[config.mk]
export PLATFORM = sky130hd
export DESIGN_NAME = dual_ring_arbiter
export DESIGN_NICKNAME = d
export VERILOG_FILES = /design/src/rtl/dra_pkg.sv /design/src/rtl/dra_slot_map.sv /design/src/rtl/dra_rr_ring.sv /design/src/rtl/dual_ring_arbiter.sv
export SDC_FILE = /design/constraint.sdc
export NUM_CORES = 1
export LEC_CHECK = 0
export ABC_AREA = 0
export BUFFER_PORTS_ARGS = -buffer_cell sky130_fd_sc_hd__clkbuf_2
export CORE_MARGIN = 3
export CORE_UTILIZATION = 52
export DETAILED_ROUTE_END_ITERATION = 16
export GPL_TIMING_DRIVEN = 0
export PLACE_DENSITY = 0.81
export REMOVE_ABC_BUFFERS = 1
export SYNTH_ARGS = -nofsm -noshare
export SYNTH_HDL_FRONTEND = slang
export SYNTH_SLANG_ARGS = --single-unit
[constraint.sdc]
create_clock -name clk -period 9 [get_ports clk]
set_clock_uncertainty 0.05 [all_clocks]
set_input_delay 1.35 -clock clk [delete_from_list [all_inputs] [get_ports clk]]
set_output_delay 1.35 -clock clk [all_outputs]
set_load 0.02 [all_outputs]
[src/rtl/dra_pkg.sv]
package dra_pkg;

  // Width of one per-port mapping field: used bit, ring bit, member index.
  function automatic int unsigned field_width(int unsigned slots);
    return 2 + $clog2(slots);
  endfunction

  // Ring position reached by stepping forward from the last winner.
  function automatic int unsigned ring_next(int unsigned last, int unsigned step,
                                            int unsigned n);
    return (last + step) % n;
  endfunction

  function automatic logic field_used(logic [7:0] f, int unsigned fw);
    return f[fw-1];
  endfunction

  function automatic logic field_low(logic [7:0] f, int unsigned fw);
    return f[fw-2];
  endfunction

  function automatic int unsigned field_slot(logic [7:0] f, int unsigned fw);
    return int'(f) & ((1 << (fw - 2)) - 1);
  endfunction

endpackage

[src/rtl/dra_slot_map.sv]
module dra_slot_map
  import dra_pkg::*;
#(
  parameter int NUSED = 5,
  parameter int SLOTS = 4,
  parameter int PW    = 3,
  parameter int FW    = 4
) (
  input  logic [NUSED*FW-1:0]         map_cfg,
  input  logic [NUSED-1:0]            req_n,
  output logic [SLOTS-1:0]            hi_req,
  output logic [SLOTS-1:0]            lo_req,
  output logic [SLOTS-1:0][PW-1:0]    hi_port,
  output logic [SLOTS-1:0][PW-1:0]    lo_port
);

  for (genvar s = 0; s < SLOTS; s++) begin : g_slot
    logic          hr, lr;
    logic [PW-1:0] hp, lp;

    // Scan from the top port down so that the lowest port claims the slot.
    always_comb begin
      logic [FW-1:0] f;
      hr = 1'b0;
      lr = 1'b0;
      hp = '0;
      lp = '0;
      for (int p = NUSED - 1; p >= 0; p--) begin
        f = map_cfg[p*FW +: FW];
        if (field_used(8'(f), FW) && field_slot(8'(f), FW) == s) begin
          if (field_low(8'(f), FW)) begin
            lr = ~req_n[p];
            lp = PW'(p);
          end else begin
            hr = ~req_n[p];
            hp = PW'(p);
          end
        end
      end
    end

    assign hi_req[s]  = hr;
    assign lo_req[s]  = lr;
    assign hi_port[s] = hp;
    assign lo_port[s] = lp;
  end

endmodule

[src/rtl/dra_rr_ring.sv]
module dra_rr_ring
  import dra_pkg::*;
#(
  parameter int N  = 4,
  parameter int IW = $clog2(N)
) (
  input  logic          clk,
  input  logic          rst_n,
  input  logic [N-1:0]  req,
  input  logic          adv,
  output logic [IW-1:0] win,
  output logic          any
);

  logic [IW-1:0] last_q;

  always_comb begin
    int unsigned idx;
    win = '0;
    any = 1'b0;
    for (int k = 1; k <= N; k++) begin
      idx = ring_next(int'(last_q), k, N);
      if (!any && req[idx]) begin
        any = 1'b1;
        win = IW'(idx);
      end
    end
  end

  always_ff @(posedge clk or negedge rst_n) begin
    if (!rst_n) begin
      last_q <= IW'(N - 1);
    end else if (adv && any) begin
      last_q <= win;
    end
  end

endmodule

[src/rtl/dual_ring_arbiter.sv]
module dual_ring_arbiter
  import dra_pkg::*;
#(
  parameter int NPORT = 8,
  parameter int NUSED = 5,
  parameter int SLOTS = 4,
  localparam int FW   = field_width(SLOTS)
) (
  input  logic                  clk,
  input  logic                  rst_n,
  input  logic                  arb_en,
  input  logic                  bus_idle,
  input  logic [NUSED*FW-1:0]   map_cfg,
  input  logic [NPORT-1:0]      req_n,
  output logic [NPORT-1:0]      gnt_n
);

  localparam int PW = $clog2(NPORT);
  localparam int SW = $clog2(SLOTS);
  localparam int HN = SLOTS + 1;
  localparam int HW = $clog2(HN);

  logic [SLOTS-1:0]          hi_req, lo_req;
  logic [SLOTS-1:0][PW-1:0]  hi_port, lo_port;
  logic [HN-1:0]             hi_ring_req;
  logic [HW-1:0]             hi_win;
  logic [SW-1:0]             lo_win;
  logic                      hi_any, lo_any;
  logic                      lo_adv;
  logic                      decide;
  logic                      owner_req;
  logic [PW-1:0]             owner_q, pick_port;
  logic                      owner_vld;

  dra_slot_map #(
    .NUSED(NUSED), .SLOTS(SLOTS), .PW(PW), .FW(FW)
  ) u_map (
    .map_cfg (map_cfg),
    .req_n   (req_n[NUSED-1:0]),
    .hi_req  (hi_req),
    .lo_req  (lo_req),
    .hi_port (hi_port),
    .lo_port (lo_port)
  );

  // The lower ring sits in the upper ring as its last member.
  assign hi_ring_req = {|lo_req, hi_req};

  dra_rr_ring #(.N(HN), .IW(HW)) u_hi_ring (
    .clk   (clk),
    .rst_n (rst_n),
    .req   (hi_ring_req),
    .adv   (decide),
    .win   (hi_win),
    .any   (hi_any)
  );

  dra_rr_ring #(.N(SLOTS), .IW(SW)) u_lo_ring (
    .clk   (clk),
    .rst_n (rst_n),
    .req   (lo_req),
    .adv   (lo_adv),
    .win   (lo_win),
    .any   (lo_any)
  );

  assign owner_req = owner_vld && !req_n[owner_q];
  assign decide    = arb_en && (bus_idle || !owner_req);
  assign lo_adv    = decide && hi_any && lo_any && (hi_win == HW'(SLOTS));

  always_comb begin
    if (hi_win == HW'(SLOTS)) pick_port = lo_port[lo_win];
    else                      pick_port = hi_port[hi_win[SW-1:0]];
  end

  always_ff @(posedge clk or negedge rst_n) begin
    if (!rst_n) begin
      owner_vld <= 1'b0;
      owner_q   <= '0;
    end else if (!arb_en) begin
      owner_vld <= 1'b0;
    end else if (decide && hi_any) begin
      owner_vld <= 1'b1;
      owner_q   <= pick_port;
    end
  end

  always_comb begin
    gnt_n = '1;
    if (arb_en && owner_vld) gnt_n[owner_q] = 1'b0;
  end

endmodule

==> summary.txt, run 1 <==
Mapped Cells - 477
Worst Path Arrival - 6.33 ns
Final period util - 69.4%
Drt pass-1 iters - 6
Post-CTS sizing - 0
Outcome - finished, final reports clean
Area growth, synth to finish - 5.69%
Global-route wire length before repair - 17.1 mm
RSZ-0062 raised after global routing - false
Synthesized area per cell - 7.38 µm²
Ys async rst share - 100%
Largest net degree at the start of global routing - 29
Setup_tns - 0 ns
Count of hold-fix buffers inserted at cts - 0
Netlist Area Pre-Place - 3520 µm²
Fill count - 624
Largest cells by area after synthesis - ha_1 (7.5%), nand2_1 (4.5%), dfrtp_1 (4.3%), o21ai_0 (4.3%), nor2_1 (3.9%)
Max-slew headroom at the worst pin - 41.9%
Placed cell count - 567
Share of layout cells above drive strength 1 - 17.0%
GP Congestion - 1.03
Post-synth EDFFs - 0
Flop-to-flop setup slack - 2.76 ns
I/O Buffers - 39
Reg2Reg Depth - 18
Yosys top cell area share - 7.47%
Fmax - 160 MHz
Commonest non-fill, non-tap cell in the layout - nand2_1
Slowest stage cell, crit path - dfrtp_1
DRT iter0 DRCs - 416
WL per Instance - 18.4 µm
Clock slew at reported path FFs - 0.04 ns
Worst R2R Start - u_hi_ring.last_q[0]
Final hold vios - 0
Vias - 3993
Maximum net fanout on the critical path - 28
Critical-path cell list - inv_1 -> ha_1 -> ha_1 -> nor2_1 -> a21oi_1 -> xnor2_1 -> ha_1 -> nand2b_1 -> and2_1 -> a221oi_2 -> mux2i_2 -> mux2_4 -> a221oi_2 -> nor2_1 -> o311a_1 -> nand2_1 -> a41oi_1 -> a211oi_2
Antenna Cells - 0
Synth warnings - 0
Post-Layout Cell Count - 571
Main synth FF type - dfrtp_1
Total CTS buffers - 3
Worst-Margin Slew - 0.872 ns
Finished Core Util - 57.6%
Core area - 6460 µm²
Final setup viols - 0
Die ar. - 7790 µm²
Clk buf depth - 2
Min-Delay Endpoint - u_lo_ring.last_q[0]
Worst path required time - 9.09 ns
Register bit total from synthesis - 9
Clock Latency Late Sink - 0.23 ns
Worst Hold Path Cells - 2
CP dominant cell by count - ha_1
Tot GR Track Use - 26.9%
CTS root buffer - clkbuf_8
CP Capture Type - register
GR Overflow Total - 0
Maxcap violations - 0
Clk sinks - 9
H-tree depth - 1
Post-CTS Setup Repair Bufs - 0
CP startpoint kind - register
Area leader, netlist - ha_1
Die height - 88.3 µm
Worst min-delay path class - register to register
Most frequent cells in the layout - nand2_1 (42), clkbuf_2 (39), nor2_1 (37), o21ai_0 (30), inv_1 (23)
Initial antenna violation count - 0
CP peak stage delay - 0.90 ns
Vias in the first global route - 3523
Ports - 40
Routed Antenna Nets - 0
Die Span X - 88.3 µm
Hpwl dp - 8.33 mm
Worst Min Path Start - u_lo_ring.last_q[0]
Initial Utilization - 54.5%
Kind of critical path - register to register
Crit path buf inv count - 1
Total wire length - 10.5 mm
Final Max Tran Viols - 0
Post-layout minimum cycle time - 6.24 ns
Remaining DRCs - 0
Vias/cell - 6.99
Crit-path leading delay family - compound AO/OA/AOI/OAI gates
TritonCTS clock tree - yes
Terminus of the critical flop-to-flop path - owner_q[2]
Distinct cells, synth - 91
Register area share after synthesis - 6.51%
Rows - 29
Layout net count - 548
## worst reg2reg max path, cell delays in order (launching register included)
cell and delay [ns]:
dfrtp_1 0.90, inv_1 0.35, ha_1 0.69, ha_1 0.37
nor2_1 0.17, a21oi_1 0.11, xnor2_1 0.32, ha_1 0.24
nand2b_1 0.09, and2_1 0.17, a221oi_2 0.42, mux2i_2 0.46
mux2_4 0.35, a221oi_2 0.34, nor2_1 0.09, o311a_1 0.45
nand2_1 0.25, a41oi_1 0.10, a211oi_2 0.26
## synth_stat cells (all sizes together), types with 5 or more instances
master  count
mux2        5
mux2i      11
nand4      11
nor4b       5
dfrtp       6
buf        12
and2        6
o311ai      5
nand2      42
o22ai       6
a211oi     15
o31ai       5
a21oi      21
xnor2       5
nor4        5
nand3      10
and4b       6
a21o       10
nor2       38
a221oi      6
o21ai      30
nor3       13
o211ai      5
nor2b      16
a31oi       9
and3        5
nand3b      6
inv        24
nor4bb      6
nand2b      5
ha         21
o21a        8
or3         5
nand4b     11
clkbuf     14
## per-stage QoR
stage               cell area (µm²)  worst slack, ns  hold WS, ns
floorplan                      3380             3.82        0.436
global placement               3670             2.97        0.463
detailed placement             3670             2.86        0.481
CTS                            3720             2.82        0.491
global route                   3720             2.33        0.536
finish                         3720             2.76        0.489
## state kept, by name, summed over array words and instances (netlist names)
signal,flops
owner_q,3
owner_vld,1
u_hi_ring.last_q,3
u_lo_ring.last_q,2
## layer usage
metal	part of all wire (%)	wire length [µm]	GRT usage [%]
met3	8.4	883	3.17
met1	45	4700	39.0
met2	46	4820	43.3
met5	0	0	0
met4	1.1	121	4.53
## worst max path at each step
stage                        startpoint         end  slack [ns]  depth (start not counted)
CTS                 u_hi_ring.last_q[0]  owner_q[2]        2.82                         18
detailed placement  u_hi_ring.last_q[0]  owner_q[2]        2.86                         18
global placement    u_hi_ring.last_q[0]  owner_q[0]        2.97                         18
floorplan           u_hi_ring.last_q[0]  owner_q[0]        3.82                         18
finish              u_hi_ring.last_q[0]  owner_q[2]        2.76                         18
global route        u_hi_ring.last_q[0]  owner_q[2]        2.33                         18
## logic make-up after synthesis
| logic type | count (synthesis) | share of synthesized area (%) |
|---|---|---|
| simple gates | 214 | 37.2 |
| buf+inv | 50 | 6.44 |
| xor+xnor | 8 | 2.20 |
| mux | 18 | 6.22 |
| flops | 9 | 6.51 |
| compound gates | 157 | 34.0 |
| fa+ha+maj | 21 | 7.47 |
## layout make-up
class | count | area [µm²] | area share (%)
Tap cell | 77 | 96.3 | 2.59
Inverter | 24 | 90.1 | 2.42
Clock buffer | 4 | 45.0 | 1.21
Sequential cell | 9 | 229 | 6.16
Multi-Input combinational cell | 418 | 3060 | 82.4
Timing Repair Buffer | 39 | 195 | 5.25
Power of run 1 is not shown: default switching activity piles up to over one toggle a cycle in this logic, so the estimate is an artifact.
==> run 2: changes to the inputs <==
PLACE_DENSITY = 0.84   (was 0.81)
clock period = 5.6 ns   (was 9 ns; I/O delays follow)
==> run 2 against run 1 <==
Effect of this change: fmax increased by 19%; sequential share of layout area about the same; core utilization increased by 1.0 points; non-clock buffer count increased by 4; sequential cell count unchanged; die area unchanged; final cell count increased by 0.70%; wire length increased by 0.11%; worst hold slack got worse by 0.093 ns; largest cell class unchanged.
==> summary.txt, run 2 (synthesis gave the netlist of run 1 again) <==
Layout net count - 552 (was 548)
CP Capture Type - register (unchanged)
Worst Path Arrival - 5.34 ns (was 6.33 ns)
Die height - 88.3 µm (unchanged)
Maximum net fanout on the critical path - 26 (was 28)
Final Max Tran Viols - 0 (unchanged)
Rows - 29 (unchanged)
Most frequent cells in the layout - nand2_1 (42), clkbuf_2 (39), nor2_1 (37), o21ai_0 (30), inv_1 (23) (unchanged)
H-tree depth - 1 (unchanged)
Worst min-delay path class - input port to asynchronous set/reset pin (was register to register)
Vias in the first global route - 3583 (was 3523)
Final setup viols - 0 (unchanged)
Core area - 6460 µm² (unchanged)
Post-place setup slack - -0.517 ns (was 2.86 ns)
Final hold vios - 0 (unchanged)
Outcome - finished, final reports clean (unchanged)
DRT iter0 DRCs - 401 (was 416)
Initial Utilization - 54.5% (unchanged)
Hpwl dp - 8.09 mm (was 8.33 mm)
GR Overflow Total - 0 (unchanged)
Worst-Margin Slew - 0.720 ns (was 0.872 ns)
Total CTS buffers - 3 (unchanged)
Placed inst area - 3670 µm² (unchanged)
Commonest non-fill, non-tap cell in the layout - nand2_1 (unchanged)
Total wire length - 10.5 mm (about the same)
Tot GR Track Use - 26.1% (was 26.9%)
Largest net degree at the start of global routing - 29 (unchanged)
Finished Core Util - 58.6% (was 57.6%)
Final WS setup - 0.366 ns (was 2.76 ns)
Kind of critical path - register to register (unchanged)
Ports - 40 (unchanged)
Clk buf depth - 2 (unchanged)
Share of layout cells above drive strength 1 - 18.3% (was 17.0%)
Max-slew headroom at the worst pin - 51.4% (was 41.9%)
Fmax - 191 MHz (was 160 MHz)
CTS root buffer - clkbuf_8 (unchanged)
Post-layout minimum cycle time - 5.23 ns (was 6.24 ns)
Drt pass-1 iters - 5 (was 6)
Initial antenna violation count - 0 (unchanged)
TritonCTS clock tree - yes (unchanged)
Final Instance Area - 3780 µm² (was 3720 µm²)
Regs by FF count - owner_q (3), u_hi_ring.last_q (3), u_lo_ring.last_q (2) (unchanged)
Area growth, synth to finish - 7.54% (was 5.69%)
Clk sinks - 9 (unchanged)
Final period util - 93.5% (was 69.4%)
Global-route wire length before repair - 16.7 mm (was 17.1 mm)
Clock Latency Late Sink - 0.24 ns (was 0.23 ns)
CP startpoint kind - register (unchanged)
Vias - 4052 (was 3993)
Antenna Cells - 0 (unchanged)
Remaining DRCs - 0 (unchanged)
WL per Instance - 18.3 µm (was 18.4 µm)
Clock slew at reported path FFs - 0.05 ns (was 0.04 ns)
Die Span X - 88.3 µm (unchanged)
GP Congestion - 0.997 (was 1.03)
Worst path required time - 5.70 ns (was 9.09 ns)
Maxcap violations - 0 (unchanged)
Routed Antenna Nets - 0 (unchanged)
Vias/cell - 7.05 (was 6.99)
I/O Buffers - 39 (unchanged)
Die ar. - 7790 µm² (unchanged)
run 2: final timing paths:
path | from | end | slack (ns) | cells after the start
worst max-delay path | u_hi_ring.last_q[1] | owner_q[2] | 0.37 | 19
worst min-delay path | rst_n | owner_q[0] | 0.40 | 1
worst max register to register | u_hi_ring.last_q[1] | owner_q[2] | 0.37 | 19
worst min register to register | u_lo_ring.last_q[0] | u_lo_ring.last_q[0] | 0.48 | 2
max in group asynchronous | rst_n | u_hi_ring.last_q[2] | 4.85 | 1
min in group clk | u_lo_ring.last_q[0] | u_lo_ring.last_q[0] | 0.48 | 2
run 2: timing repair:
item,CTS,global route
setup buffers,0,4
hold buffers,0,0
cloned,0,0
pin swaps,0,1
endpoints found under the setup margin,9,8
gates resized for setup,2,4
run 2: cell type report:
cell class	count	area, µm²
Multi-Input combinational cell	418	3090
Fill cell	595	2680
Sequential cell	9	233
Timing Repair Buffer	43	225
Tap cell	77	96.3
Inverter	24	90.1
Clock buffer	4	45.0
run 2: critical path, stage by stage (launching register included):
cell,delay [ns]
dfrtp_1,0.60
inv_1,0.30
ha_4,0.52
ha_1,0.22
nor2_1,0.07
a21oi_1,0.23
xnor2_2,0.17
ha_1,0.22
nand2b_1,0.10
and2_1,0.18
a221oi_2,0.34
mux2i_2,0.24
buf_4,0.16
mux2_4,0.30
a221oi_2,0.33
nor2_1,0.09
o311a_1,0.45
nand2_1,0.23
a41oi_1,0.10
a211oi_2,0.24
run 2: metal layers:
layer	track usage, %	up-vias	share of wire, %
met1	34.4	1860	42
li1	-	1912	-
met5	0	-	0
met3	2.61	49	7.4
met4	10.3	0	3.7
met2	43.9	231	47
run 2: stage by stage:
step	hold WS [ns]	cells	setup TNS [ns]
finish	0.396	575	0
global route	0.415	575	-0.00641
CTS	0.409	571	0
detailed placement	0.469	567	-3.13
global placement	0.461	567	-1.71
floorplan	0.436	451	0
Power of run 2 is left out for the same reason.
==> run 3: changes to the inputs <==
ABC_AREA = 1   (was 0)
==> run 3 against run 2 <==
Effect of this change: non-clock buffer count shrank 4; area after synthesis grew 3.1%; first-iteration DRC count grew 5.5%; fmax grew 3.2%; largest cell class unchanged; highest routed layer unchanged.
==> summary.txt, run 3 <==
Worst path required time - 5.72 ns (was 5.70 ns)
Share of layout cells above drive strength 1 - 17.8% (was 18.3%)
Largest net degree at the start of global routing - 18 (was 29)
Ys async rst share - 100% (unchanged)
Clk buf depth - 2 (unchanged)
Fmax - 197 MHz (was 191 MHz)
Maximum net fanout on the critical path - 17 (was 26)
Clock slew at reported path FFs - 0.04 ns (was 0.05 ns)
Crit path buf inv count - 3 (was 2)
Vias in the first global route - 3743 (was 3583)
Main synth FF type - dfrtp_1 (unchanged)
CP startpoint kind - register (unchanged)
Most frequent cells in the layout - nand2_1 (201), nand3_1 (100), inv_1 (82), nor2_1 (59), clkbuf_2 (39) (was nand2_1 (42), clkbuf_2 (39), nor2_1 (37), o21ai_0 (30), inv_1 (23))
Initial Utilization - 55.2% (was 54.5%)
Synthesized area per cell - 5.38 µm² (was 7.38 µm²)
Commonest non-fill, non-tap cell in the layout - nand2_1 (unchanged)
Largest cells by area after synthesis - nand2_1 (21%), nand3_1 (14%), inv_1 (8.5%), ha_1 (7.2%), nor2_1 (6.1%) (was ha_1 (7.5%), nand2_1 (4.5%), dfrtp_1 (4.3%), o21ai_0 (4.3%), nor2_1 (3.9%))
Final Max Tran Viols - 0 (unchanged)
Total CTS buffers - 3 (unchanged)
Fill count - 679 (was 595)
Critical-path cell list - clkinv_1 -> ha_1 -> ha_1 -> nor2_1 -> nand3_2 -> nand2_2 -> xor2_1 -> inv_1 -> ha_1 -> inv_1 -> nand3_1 -> nand3_2 -> nand2_1 -> nand2_2 -> nand2_1 -> nand3_1 -> nand3_1 -> nand2_1 -> nor3_2 -> nor3_4 -> nand2_2 -> nor2_1 -> nor2_1 -> nand2_1 (was inv_1 -> ha_4 -> ha_1 -> nor2_1 -> a21oi_1 -> xnor2_2 -> ha_1 -> nand2b_1 -> and2_1 -> a221oi_2 -> mux2i_2 -> buf_4 -> mux2_4 -> a221oi_2 -> nor2_1 -> o311a_1 -> nand2_1 -> a41oi_1 -> a211oi_2)
Antenna Cells - 0 (unchanged)
Drt pass-1 iters - 5 (unchanged)
Layout net count - 761 (was 552)
Die height - 89.5 µm (was 88.3 µm)
Synth Area in Adders - 7.25% (was 7.47%)
Final WS setup - 0.529 ns (was 0.366 ns)
RSZ-0062 raised after global routing - false
Area leader, netlist - nand2_1 (was ha_1)
Final setup viols - 0 (unchanged)
DRT iter0 DRCs - 423 (was 401)
Area growth, synth to finish - 8.18% (was 7.54%)
Worst Path Arrival - 5.19 ns (was 5.34 ns)
Die ar. - 8010 µm² (was 7790 µm²)
Compound-Gate Fraction of Synth Area - 12.1% (was 34.0%)
Distinct cells, synth - 46 (was 91)
Post-synthesis xor/xnor area fraction - 1.93% (was 2.20%)
Regs by FF count - owner_q (3), u_hi_ring.last_q (3), u_lo_ring.last_q (2) (unchanged)
Clock Latency Late Sink - 0.23 ns (was 0.24 ns)
Routed Antenna Nets - 0 (unchanged)
Vias - 4444 (was 4052)
Post-synthesis mux area share - 0% (was 6.22%)
Post-place setup slack - 0.625 ns (was -0.517 ns)
Post-layout minimum cycle time - 5.07 ns (was 5.23 ns)
Post-synth EDFFs - 0 (unchanged)
Largest family of logic cells by synthesized area - simple AND/OR/NAND/NOR gates (unchanged)
Most frequent cells after synthesis - nand2_1 (201), nand3_1 (100), inv_1 (82), nor2_1 (59), nand2_2 (28) (was nand2_1 (42), nor2_1 (37), o21ai_0 (30), inv_1 (23))
CP peak stage delay - 0.79 ns (was 0.60 ns)
Maxcap violations - 0 (unchanged)
Worst-Margin Slew - 0.702 ns (was 0.720 ns)
Worst min-delay path class - input port to asynchronous set/reset pin (unchanged)
Setup_tns - 0 ns (unchanged)
Max-slew headroom at the worst pin - 53.2% (was 51.4%)
Total wire length - 10.9 mm (was 10.5 mm)
Post-CTS Setup Repair Bufs - 0 (unchanged)
Remaining DRCs - 0 (unchanged)
Crit-path leading delay family - simple AND/OR/NAND/NOR gates (was compound AO/OA/AOI/OAI gates)
Global-route wire length before repair - 17.5 mm (was 16.7 mm)
Die Span X - 89.5 µm (was 88.3 µm)
Synth warnings - 0 (unchanged)
Initial antenna violation count - 0 (unchanged)
Final period util - 90.6% (was 93.5%)
Register area share after synthesis - 6.31% (was 6.51%)
Clk sinks - 9 (unchanged)
Kind of critical path - register to register (unchanged)
Outcome - finished, final reports clean (unchanged)
GP Congestion - 1.01 (was 0.997)
Hpwl dp - 8.94 mm (was 8.09 mm)
Count of hold-fix buffers inserted at cts - 0 (unchanged)
TritonCTS clock tree - yes (unchanged)
Area share of and/or/nand/nor cells after synthesis - 60.3% (was 37.2%)
I/O Buffers - 39 (unchanged)
CTS root buffer - clkbuf_8 (unchanged)
Tot GR Track Use - 27.3% (was 26.1%)
Slowest stage cell, crit path - dfrtp_1 (unchanged)
Final hold vios - 0 (unchanged)
H-tree depth - 1 (unchanged)
CP dominant cell by count - nand2_1
Register bit total from synthesis - 9 (unchanged)
CP Capture Type - register (unchanged)
Post-CTS sizing - 0 (was 2)
Mapped Cells - 674 (was 477)
Ports - 40 (unchanged)
GR Overflow Total - 0 (unchanged)
Vias/cell - 5.56 (was 7.05)
Yosys top cell area share - 20.8% (was 7.47%)
Most common cell in the netlist - nand2_1 (unchanged)
WL per Instance - 13.6 µm (was 18.3 µm)
Core area - 6570 µm² (was 6460 µm²)
Rows - 29 (unchanged)
Netlist Area Pre-Place - 3630 µm² (was 3520 µm²)
## run 3: cell types whose count changed after synthesis, moves of 12 or more
cell     before  now
nand2_1      42  201
inv_1        23   82
inv_2         1   13
nor2_1       37   59
nand3_1      10  100
nor2b_1      16    0
nand2_2       0   28
## run 3: final timing paths
path	startpoint	to	depth (start not counted)	slack, ns
worst max-delay path	u_hi_ring.last_q[0]	owner_q[0]	24	0.53
worst min-delay path	rst_n	owner_q[1]	1	0.41
worst max register to register	u_hi_ring.last_q[0]	owner_q[0]	24	0.53
worst min register to register	u_lo_ring.last_q[0]	u_lo_ring.last_q[0]	2	0.47
max in group asynchronous	rst_n	u_hi_ring.last_q[2]	1	4.84
min in group clk	u_lo_ring.last_q[0]	u_lo_ring.last_q[0]	2	0.47
## run 3: layer usage
layer,up-vias,wire [µm],GRT usage [%]
met5,-,0,0
met4,0,206,6.77
met3,15,868,1.38
met2,195,4690,43.1
met1,1971,5100,40.4
li1,2263,-,-
## run 3: cells by family (layout without fill, tap and decap cells)
kind of cell | after synthesis | after routing
simple gates | 451 | 451
buf+inv | 109 | 142
compound gates | 76 | 76
fa+ha+maj | 21 | 21
flops | 9 | 9
xor+xnor | 8 | 8
## run 3: area by class of cell
| type | count | area, µm² | share of cell area (%) |
|---|---|---|---|
| clock buffers | 4 | 45.0 | 1.15 |
| well taps | 93 | 116 | 2.97 |
| inverters | 99 | 378 | 9.63 |
| multi-input cells | 556 | 2960 | 75.4 |
| repair buffers | 39 | 195 | 4.98 |
| flip-flops and latches | 9 | 229 | 5.84 |
## run 3: per-stage QoR
stage / cells / cell area, µm² / util, % / hold slack (ns)
finish: 800 / 3920 / 59.7 / 0.406
global route: 800 / 3920 / 59.7 / 0.423
CTS: 800 / 3920 / 59.7 / 0.408
detailed placement: 796 / 3880 / 59.0 / 0.464
global placement: 796 / 3880 / 59.0 / 0.459
floorplan: 664 / 3570 / - / 0.433
Power of run 3 is left out for the same reason.
